--- src/rtl/hdb_pkg.sv ---
package hdb_pkg;
  typedef enum logic [1:0] {
    HR_CTRL = 2'd0,
    HR_LEN  = 2'd1,
    HR_DATA = 2'd2,
    HR_NONE = 2'd3
  } host_sel_e;

  typedef enum logic [1:0] {
    CF_DST    = 2'd0,
    CF_CNT    = 2'd1,
    CF_CHCTL  = 2'd2,
    CF_MASTER = 2'd3
  } cfg_sel_e;

  localparam int unsigned CTRL_EN_BIT   = 0;
  localparam int unsigned CTRL_DMA_BIT  = 1;
  localparam int unsigned CTRL_RV_BIT   = 2;
  localparam int unsigned CTRL_FULL_BIT = 7;

  localparam logic [1:0] CH_MODE_ARMED = 2'b01;
  localparam int unsigned CH_END_BIT   = 1;
endpackage

--- src/rtl/hdb_host_regs.sv ---
module hdb_host_regs
  import hdb_pkg::*;
#(
  parameter int unsigned HDATA_W = 16
) (
  input  logic               clk_i,
  input  logic               rst_ni,
  input  logic               wr_i,
  input  logic [1:0]         sel_i,
  input  logic [HDATA_W-1:0] wdata_i,
  input  logic               len_dec_i,
  input  logic               drain_done_i,
  input  logic               full_i,
  input  logic [1:0]         raddr_i,
  output logic               en_o,
  output logic [HDATA_W-1:0] rdata_o
);
  logic               en_q, dma_q, rv_q;
  logic [HDATA_W-1:0] len_q;
  logic               wr_ctrl, wr_len;

  assign wr_ctrl = wr_i && (host_sel_e'(sel_i) == HR_CTRL);
  assign wr_len  = wr_i && (host_sel_e'(sel_i) == HR_LEN);

  always_ff @(posedge clk_i or negedge rst_ni) begin
    if (!rst_ni) begin
      en_q  <= 1'b0;
      dma_q <= 1'b0;
      rv_q  <= 1'b0;
    end else if (wr_ctrl) begin
      en_q  <= wdata_i[CTRL_EN_BIT];
      dma_q <= wdata_i[CTRL_DMA_BIT];
      rv_q  <= wdata_i[CTRL_RV_BIT];
    end else if (drain_done_i && len_q == '0) begin
      en_q  <= 1'b0;
    end
  end

  always_ff @(posedge clk_i or negedge rst_ni) begin
    if (!rst_ni)        len_q <= '0;
    else if (wr_len)    len_q <= {wdata_i[HDATA_W-1:2], 2'b00};
    else if (len_dec_i) len_q <= len_q - HDATA_W'(1);
  end

  always_comb begin
    rdata_o = '0;
    unique case (host_sel_e'(raddr_i))
      HR_CTRL: begin
        rdata_o[CTRL_EN_BIT]   = en_q;
        rdata_o[CTRL_DMA_BIT]  = dma_q;
        rdata_o[CTRL_RV_BIT]   = rv_q;
        rdata_o[CTRL_FULL_BIT] = full_i;
      end
      HR_LEN:  rdata_o = len_q;
      default: rdata_o = '0;
    endcase
  end

  assign en_o = en_q;

  p_len_align_r1: assert property (@(posedge clk_i) disable iff (!rst_ni)
    wr_len |=> len_q[1:0] == 2'b00);

  p_en_drop_r7: assert property (@(posedge clk_i) disable iff (!rst_ni)
    (drain_done_i && len_q == '0) |=> !en_q);
endmodule

--- src/rtl/hdb_fifo.sv ---
module hdb_fifo #(
  parameter int unsigned DEPTH   = 8,
  parameter int unsigned BURST   = 4,
  parameter int unsigned HDATA_W = 16,
  localparam int unsigned LVL_W  = $clog2(DEPTH + 1),
  localparam int unsigned IDX_W  = (DEPTH > 1) ? $clog2(DEPTH) : 1
) (
  input  logic               clk_i,
  input  logic               rst_ni,
  input  logic               push_i,
  input  logic [HDATA_W-1:0] wdata_i,
  input  logic               busy_i,
  input  logic               clr_i,
  input  logic [IDX_W-1:0]   rd_idx_i,
  output logic [HDATA_W-1:0] rd_data_o,
  output logic [LVL_W-1:0]   level_o,
  output logic               full_o,
  output logic               burst_hit_o
);
  logic [LVL_W-1:0]   level_q, level_nxt;
  logic [HDATA_W-1:0] mem_q [DEPTH];
  logic               push_ok;

  assign full_o      = (level_q == LVL_W'(DEPTH));
  assign push_ok     = push_i && !full_o;
  assign level_nxt   = level_q + LVL_W'(1);
  assign burst_hit_o = push_ok && ((level_nxt % LVL_W'(BURST)) == '0);

  always_ff @(posedge clk_i or negedge rst_ni) begin
    if (!rst_ni)      level_q <= '0;
    else if (clr_i)   level_q <= '0;
    else if (push_ok) level_q <= level_nxt;
  end

  for (genvar g = 0; g < DEPTH; g++) begin : g_slot
    always_ff @(posedge clk_i) begin
      if (push_ok && level_q == LVL_W'(g)) mem_q[g] <= wdata_i;
    end
  end

  assign rd_data_o = mem_q[rd_idx_i];
  assign level_o   = level_q;

  p_level_cap_r3: assert property (@(posedge clk_i) disable iff (!rst_ni)
    level_q <= LVL_W'(DEPTH));

  p_hold_busy_r10: assert property (@(posedge clk_i) disable iff (!rst_ni)
    (busy_i && !clr_i) |=> $stable(level_q));
endmodule

--- src/rtl/hdb_dma_chan.sv ---
module hdb_dma_chan
  import hdb_pkg::*;
#(
  parameter int unsigned DEPTH   = 8,
  parameter int unsigned ADDR_W  = 32,
  parameter int unsigned CNT_W   = 24,
  parameter int unsigned CFG_W   = 32,
  parameter int unsigned HDATA_W = 16,
  localparam int unsigned LVL_W  = $clog2(DEPTH + 1),
  localparam int unsigned IDX_W  = (DEPTH > 1) ? $clog2(DEPTH) : 1,
  localparam int unsigned CTL_W  = 16
) (
  input  logic               clk_i,
  input  logic               rst_ni,
  input  logic               cfg_wr_i,
  input  logic [1:0]         cfg_sel_i,
  input  logic [CFG_W-1:0]   cfg_wdata_i,
  input  logic [1:0]         cfg_raddr_i,
  output logic [CFG_W-1:0]   cfg_rdata_o,
  input  logic               burst_hit_i,
  input  logic [LVL_W-1:0]   level_i,
  input  logic [HDATA_W-1:0] rd_data_i,
  output logic [IDX_W-1:0]   rd_idx_o,
  output logic               busy_o,
  output logic               done_o,
  output logic               len_dec_o,
  output logic               mem_wvalid_o,
  input  logic               mem_wready_i,
  output logic [ADDR_W-1:0]  mem_waddr_o,
  output logic [HDATA_W-1:0] mem_wdata_o
);
  logic [ADDR_W-1:0] dst_q;
  logic [CNT_W-1:0]  cnt_q;
  logic [CTL_W-1:0]  chctl_q;
  logic              master_q;
  logic              busy_q;
  logic [LVL_W-1:0]  idx_q;
  logic              armed, start, stop, fire, cfg_ok;

  assign armed  = (chctl_q[1:0] == CH_MODE_ARMED) && master_q;
  assign start  = burst_hit_i && armed && !busy_q;
  assign stop   = (cnt_q == '0) || (idx_q == level_i);
  assign done_o = busy_q && stop;
  assign mem_wvalid_o = busy_q && !stop;
  assign fire   = mem_wvalid_o && mem_wready_i;
  assign cfg_ok = cfg_wr_i && !busy_q;

  always_ff @(posedge clk_i or negedge rst_ni) begin
    if (!rst_ni) begin
      dst_q    <= '0;
      cnt_q    <= '0;
      chctl_q  <= '0;
      master_q <= 1'b0;
    end else begin
      if (cfg_ok) begin
        unique case (cfg_sel_e'(cfg_sel_i))
          CF_DST:    dst_q    <= cfg_wdata_i[ADDR_W-1:0];
          CF_CNT:    cnt_q    <= cfg_wdata_i[CNT_W-1:0];
          CF_CHCTL:  chctl_q  <= cfg_wdata_i[CTL_W-1:0];
          CF_MASTER: master_q <= cfg_wdata_i[0];
          default: ;
        endcase
      end
      if (fire) begin
        dst_q <= dst_q + ADDR_W'(2);
        cnt_q <= cnt_q - CNT_W'(1);
      end
      if (done_o && cnt_q == '0) chctl_q[CH_END_BIT] <= 1'b1;
    end
  end

  always_ff @(posedge clk_i or negedge rst_ni) begin
    if (!rst_ni) begin
      busy_q <= 1'b0;
      idx_q  <= '0;
    end else if (start) begin
      busy_q <= 1'b1;
      idx_q  <= '0;
    end else if (done_o) begin
      busy_q <= 1'b0;
    end else if (fire) begin
      idx_q  <= idx_q + LVL_W'(1);
    end
  end

  always_comb begin
    unique case (cfg_sel_e'(cfg_raddr_i))
      CF_DST:    cfg_rdata_o = CFG_W'(dst_q);
      CF_CNT:    cfg_rdata_o = CFG_W'(cnt_q);
      CF_CHCTL:  cfg_rdata_o = CFG_W'(chctl_q);
      default:   cfg_rdata_o = CFG_W'(master_q);
    endcase
  end

  assign rd_idx_o    = idx_q[IDX_W-1:0];
  assign busy_o      = busy_q;
  assign len_dec_o   = fire;
  assign mem_waddr_o = dst_q;
  assign mem_wdata_o = rd_data_i;

  p_wr_hold_r5: assert property (@(posedge clk_i) disable iff (!rst_ni)
    (mem_wvalid_o && !mem_wready_i) |=>
      (mem_wvalid_o && $stable(mem_waddr_o) && $stable(mem_wdata_o)));

  p_addr_step_r5: assert property (@(posedge clk_i) disable iff (!rst_ni)
    fire |=> (!mem_wvalid_o || mem_waddr_o == $past(mem_waddr_o) + ADDR_W'(2)));

  p_start_cause_r4: assert property (@(posedge clk_i) disable iff (!rst_ni)
    $rose(busy_q) |-> $past(burst_hit_i));

  p_cnt_stop_r6: assert property (@(posedge clk_i) disable iff (!rst_ni)
    (busy_q && cnt_q == '0) |-> !mem_wvalid_o);

  p_end_flag_r8: assert property (@(posedge clk_i) disable iff (!rst_ni)
    (done_o && cnt_q == '0) |=> chctl_q[CH_END_BIT]);
endmodule

--- src/rtl/host_dma_fifo_bridge.sv ---
module host_dma_fifo_bridge
  import hdb_pkg::*;
#(
  parameter int unsigned DEPTH   = 8,
  parameter int unsigned BURST   = 4,
  parameter int unsigned HDATA_W = 16,
  parameter int unsigned ADDR_W  = 32,
  parameter int unsigned CNT_W   = 24,
  parameter int unsigned CFG_W   = 32,
  localparam int unsigned LVL_W  = $clog2(DEPTH + 1),
  localparam int unsigned IDX_W  = (DEPTH > 1) ? $clog2(DEPTH) : 1
) (
  input  logic               clk_i,
  input  logic               rst_ni,
  input  logic               host_wr_i,
  input  logic [1:0]         host_sel_i,
  input  logic [HDATA_W-1:0] host_wdata_i,
  output logic               host_rdy_o,
  input  logic [1:0]         host_raddr_i,
  output logic [HDATA_W-1:0] host_rdata_o,
  input  logic               cfg_wr_i,
  input  logic [1:0]         cfg_sel_i,
  input  logic [CFG_W-1:0]   cfg_wdata_i,
  input  logic [1:0]         cfg_raddr_i,
  output logic [CFG_W-1:0]   cfg_rdata_o,
  output logic               mem_wvalid_o,
  input  logic               mem_wready_i,
  output logic [ADDR_W-1:0]  mem_waddr_o,
  output logic [HDATA_W-1:0] mem_wdata_o
);
  logic               busy, done, len_dec, en, full, burst_hit, host_wr_ok, push;
  logic [LVL_W-1:0]   level;
  logic [IDX_W-1:0]   rd_idx;
  logic [HDATA_W-1:0] rd_data;

  assign host_rdy_o = !busy;
  assign host_wr_ok = host_wr_i && !busy;
  assign push       = host_wr_ok && en && (host_sel_e'(host_sel_i) == HR_DATA);

  hdb_host_regs #(.HDATA_W(HDATA_W)) u_host (
    .clk_i       (clk_i),
    .rst_ni      (rst_ni),
    .wr_i        (host_wr_ok),
    .sel_i       (host_sel_i),
    .wdata_i     (host_wdata_i),
    .len_dec_i   (len_dec),
    .drain_done_i(done),
    .full_i      (full),
    .raddr_i     (host_raddr_i),
    .en_o        (en),
    .rdata_o     (host_rdata_o)
  );

  hdb_fifo #(.DEPTH(DEPTH), .BURST(BURST), .HDATA_W(HDATA_W)) u_fifo (
    .clk_i      (clk_i),
    .rst_ni     (rst_ni),
    .push_i     (push),
    .wdata_i    (host_wdata_i),
    .busy_i     (busy),
    .clr_i      (done),
    .rd_idx_i   (rd_idx),
    .rd_data_o  (rd_data),
    .level_o    (level),
    .full_o     (full),
    .burst_hit_o(burst_hit)
  );

  hdb_dma_chan #(
    .DEPTH(DEPTH), .ADDR_W(ADDR_W), .CNT_W(CNT_W),
    .CFG_W(CFG_W), .HDATA_W(HDATA_W)
  ) u_dma (
    .clk_i       (clk_i),
    .rst_ni      (rst_ni),
    .cfg_wr_i    (cfg_wr_i),
    .cfg_sel_i   (cfg_sel_i),
    .cfg_wdata_i (cfg_wdata_i),
    .cfg_raddr_i (cfg_raddr_i),
    .cfg_rdata_o (cfg_rdata_o),
    .burst_hit_i (burst_hit),
    .level_i     (level),
    .rd_data_i   (rd_data),
    .rd_idx_o    (rd_idx),
    .busy_o      (busy),
    .done_o      (done),
    .len_dec_o   (len_dec),
    .mem_wvalid_o(mem_wvalid_o),
    .mem_wready_i(mem_wready_i),
    .mem_waddr_o (mem_waddr_o),
    .mem_wdata_o (mem_wdata_o)
  );

  p_no_push_busy_r10: assert property (@(posedge clk_i) disable iff (!rst_ni)
    busy |-> !push);

  p_full_clears_r7: assert property (@(posedge clk_i) disable iff (!rst_ni)
    done |=> !full);
endmodule

--- config.mk ---
export PLATFORM = sky130hd
export DESIGN_NAME = host_dma_fifo_bridge
export DESIGN_NICKNAME = d
export VERILOG_FILES = /design/src/rtl/hdb_pkg.sv /design/src/rtl/hdb_host_regs.sv /design/src/rtl/hdb_fifo.sv /design/src/rtl/hdb_dma_chan.sv /design/src/rtl/host_dma_fifo_bridge.sv
export SDC_FILE = /design/constraint.sdc
export NUM_CORES = 1
export LEC_CHECK = 0
export ABC_CLOCK_PERIOD_IN_PS = 3200
export CAP_MARGIN = 15
export CORE_MARGIN = 2
export CORE_UTILIZATION = 50
export DETAILED_ROUTE_END_ITERATION = 8
export GPL_TIMING_DRIVEN = 0
export PLACE_DENSITY = 0.77
export SLEW_MARGIN = 20
export SYNTH_ARGS = -nofsm -noshare
export SYNTH_HDL_FRONTEND = slang
export SYNTH_SLANG_ARGS = --single-unit
--- constraint.sdc ---
create_clock -name clk_i -period 3.2 [get_ports clk_i]
set_input_delay 0.48 -clock clk_i [delete_from_list [all_inputs] [get_ports clk_i]]
set_output_delay 0.48 -clock clk_i [all_outputs]
set_load 0.01 [all_outputs]
==> metrics.csv <==
stage,metric,value,unit
status,status,"finished, final reports clean",
sta,rsz0062_at_grt,true,
floorplan,io_pins,159,
yosys,ys_seq_area_frac,0.566,
grt,grtUsageTotal,0.278,
yosys,avgSynthCellArea,12.5,um2
finish,final_cell_mix,"clkdlybuf4s50_1, edfxtp_1, dfrtp_1, nand2_1, nor2_1",
sta,fin_crit,3.14,ns
floorplan,die-area,23700,um2
cts,h-tree-depth,1,
power,leakage,4.99,nW
finish,regArea,6370,um2
sta,relSlewSlack,0.315,
yosys,synthCells,898,
finish,area_growth,25.4,%
setup_path,cpPeakStageDelay,0.55,ns
setup_path,reg2reg_from,u_fifo.level_o[0]$_DFFE_PN0P_,
place,port_buffers,155,
power,powerDensity,585,nW/um2
sta,setup_viol,0,
route,drc_errors,0,
place,gp_congestion,0.932,
floorplan,core,22000,um2
sta,skew,0.0182,ns
finish,instances_no_fill,1382,
yosys,synth_fp_nets,970,
finish,multi_input_area,4620,um2
grt,grt_pass1_vias,8896,
route,wl,32.9,mm
finish,design_area,14100,um2
place,place_area,13200,um2
floorplan,rows,54,
flow_run,max_cap_violations,0,
power,ir_drop,0.351,mV
sta,hold_viol_final,0,
cts,clk_path_buf_depth,3,
setup_path,r2r_end,u_fifo.mem_q[1][3]$_DFFE_PP_,
hold_path,hold_class,input port to async pin,
setup_path,start_kind,register,
yosys,synth_edf_count,128,
yosys,synth_top_area_frac,0.342,
yosys,synth_top_area_cell,edfxtp_1,
sta,worstMarginPinSlew,1.01,ns
cts,root_buffer,clkbuf_16,
floorplan,die-height,154,um
route,routed_via_density,6.31,
place,dp_hpwl,22.4,mm
setup_path,setup.worst_path.end_class,primary output,
setup_path,cp_slowest_cell,mux4_2,
yosys,synth.distinct_cells,67,
finish,drive_gt1_frac,0.162,
cts,cts.reportedPaths.clkPinSlew,0.06,ns
grt,grt_pass1_wl,51.2,mm
yosys,yosys_warnings,0,
setup_path,path_cells,"buf_4, buf_6, mux4_2, mux2_2, clkdlybuf4s50_1",
finish,nets,1155,
place,placed_cells,1336,
yosys,ys.flop_type,edfxtp_1,
finish,nFillCells,1630,
cts,clk_latency,0.53,ns
grt,gr-total-overflow,0,
yosys,netlist_area,11200,um2
finish,final_common_cell,clkdlybuf4s50_1,
cts,cts_tree,yes,
yosys,synth_area_leaders,"edfxtp_1, dfrtp_1, mux4_2",
route,drt-wirelength-per-cell,23.8,um
floorplan,start_util,0.512,
sta,slew_violations,0,
setup_path,arrival,2.66,ns
yosys,synth-seq-cells,229,
route,first_pass_iters,7,
route,first_iter_violations,875,
floorplan,die_x,154,um
setup_path,worstPathRequired,2.72,ns
yosys,async_flop_share,0.441,
sta,fin_crit_sh,0.980,
grt,antenna_found_initial,1,
setup_path,reg2reg_depth,6,
route,vias,8727,
route,antenna_left,0,
setup_path,cp_max_fo,10,
grt,grt_start_max_net_pins,60,
sta,fmax,0.319,GHz
cts,clock_sinks,229,
setup_path,r2r_setup_slack,0.27,ns
setup_path,crit_type,register to primary output,
cts,cts_buffers,24,
## area by class of cell
| cell class | count | share of cell area |
|---|---|---|
| diodes | 1 | 0.000177 |
| plain buffers | 54 | 0.0188 |
| clock buffers | 27 | 0.0441 |
| clock inverters | 17 | 0.0132 |
| inverters | 20 | 0.00532 |
| multi-input cells | 594 | 0.328 |
| flip-flops and latches | 229 | 0.452 |
| well taps | 280 | 0.0248 |
| repair buffers | 160 | 0.114 |
## logic make-up after synthesis
family	Yosys count	synth area share
AO/OA/AOI/OAI	146	0.0987
XOR/XNOR	10	0.00779
adder cells (fa/ha/maj)	11	0.0122
buffers and inverters	75	0.0277
flip-flops	229	0.566
multiplexers	113	0.142
AND/OR/NAND/NOR	314	0.145
## state kept, by name, indices dropped and copies added (netlist names)
name	count
u_host.len_q	16
u_host.en_o	1
u_fifo.mem_q	128
u_host.dma_q	1
u_host.rv_q	1
u_dma.chctl_q	16
u_fifo.level_o	4
u_dma.cnt_q	24
u_dma.master_q	1
u_dma.mem_waddr_o	32
u_dma.idx_q	4
u_dma.busy_o	1
## report_power, final
part	switching [mW]	internal, mW	leakage, nW
registers	0.323	3.37	2.38
logic	0.811	0.894	2.23
clock network	1.21	1.65	0.388
total	2.34	5.91	4.99
## what timing repair did
action / 4_1_cts / 5_1_grt
resized for setup: 21 / 13
pin swaps: 2 / 1
hold buffers: 1 / 0
gates cloned: 0 / 0
setup endpoints to repair: 20 / 77
setup buffers: 1 / 0
endpoints found under the hold margin: 42 / 0
## worst max path at each step
stage	startpoint	end	slack [ns]
2_1_floorplan	u_fifo.level_o[0]$_DFFE_PN0P_	u_fifo.mem_q[3][0]$_DFFE_PP_	0.03
5_1_grt	u_dma.idx_q[0]$_DFFE_PN0P_	mem_wdata_o[11]	-0.003
4_1_cts	u_dma.idx_q[1]$_DFFE_PN0P_	mem_wdata_o[9]	0.008
3_5_place_dp	host_wr_i	u_fifo.mem_q[4][5]$_DFFE_PP_	-0.18
6_report	u_dma.idx_q[0]$_DFFE_PN0P_	mem_wdata_o[9]	0.06
3_3_place_gp	rst_ni	u_host.len_q[11]$_DFFE_PN0P_	-2.41
## per-stage QoR
| step | util | hold slack [ns] | total power, mW | worst slack [ns] | setup TNS [ns] |
|---|---|---|---|---|---|
| 2_1_floorplan | - | 0.184 | 4.57 | 0.0255 | 0 |
| 3_3_place_gp | 0.599 | 0.489 | 5.32 | -2.41 | -273.43 |
| 3_5_place_dp | 0.601 | 0.436 | 5.36 | -0.177 | -9.64 |
| 4_1_cts | 0.641 | 0.456 | 8.26 | 0.00836 | 0 |
| 5_1_grt | 0.643 | 0.485 | 8.59 | -0.00336 | -0.00336 |
| 6_report | 0.643 | 0.439 | 8.26 | 0.0640 | 0 |
## cell usage after synthesis, types with 3 or more instances
cell type	n
nor2b_1	5
o21a_1	3
a221o_1	4
buf_4	3
nand2_1	89
xor2_1	5
nor3b_1	3
nand3_1	36
ha_1	11
nand3b_1	3
buf_2	15
or2_2	7
xnor2_1	5
a211oi_1	3
mux2_2	42
a31oi_1	11
o22ai_1	3
o21ai_0	25
o211ai_1	20
edfxtp_1	128
inv_1	20
o311a_1	3
mux4_2	33
o31ai_1	6
buf_1	3
and2_1	30
or4_1	12
nor4_1	13
or3_1	8
nand4_1	16
dfrtp_1	101
nor2_1	54
nor3_1	17
o221a_2	4
mux2i_1	37
and4_1	5
a21oi_1	9
o311ai_0	34
clkbuf_1	34
## layer usage
metal  part of all wire  routed length [um]  global-route usage
met3              0.093                3060              0.0634
met4              0.037                1220               0.110
met1               0.40               13200               0.372
met5                  0                   0                   0
met2               0.47               15500               0.445
## worst max-delay path, delay by kind of cell (launching register included)
kind	cells	cell delay, ns
buffers and inverters	3	0.91
muxes	2	0.86
DFF	1	0.36
No activity file was read; power rests on OpenSTA's default activity.
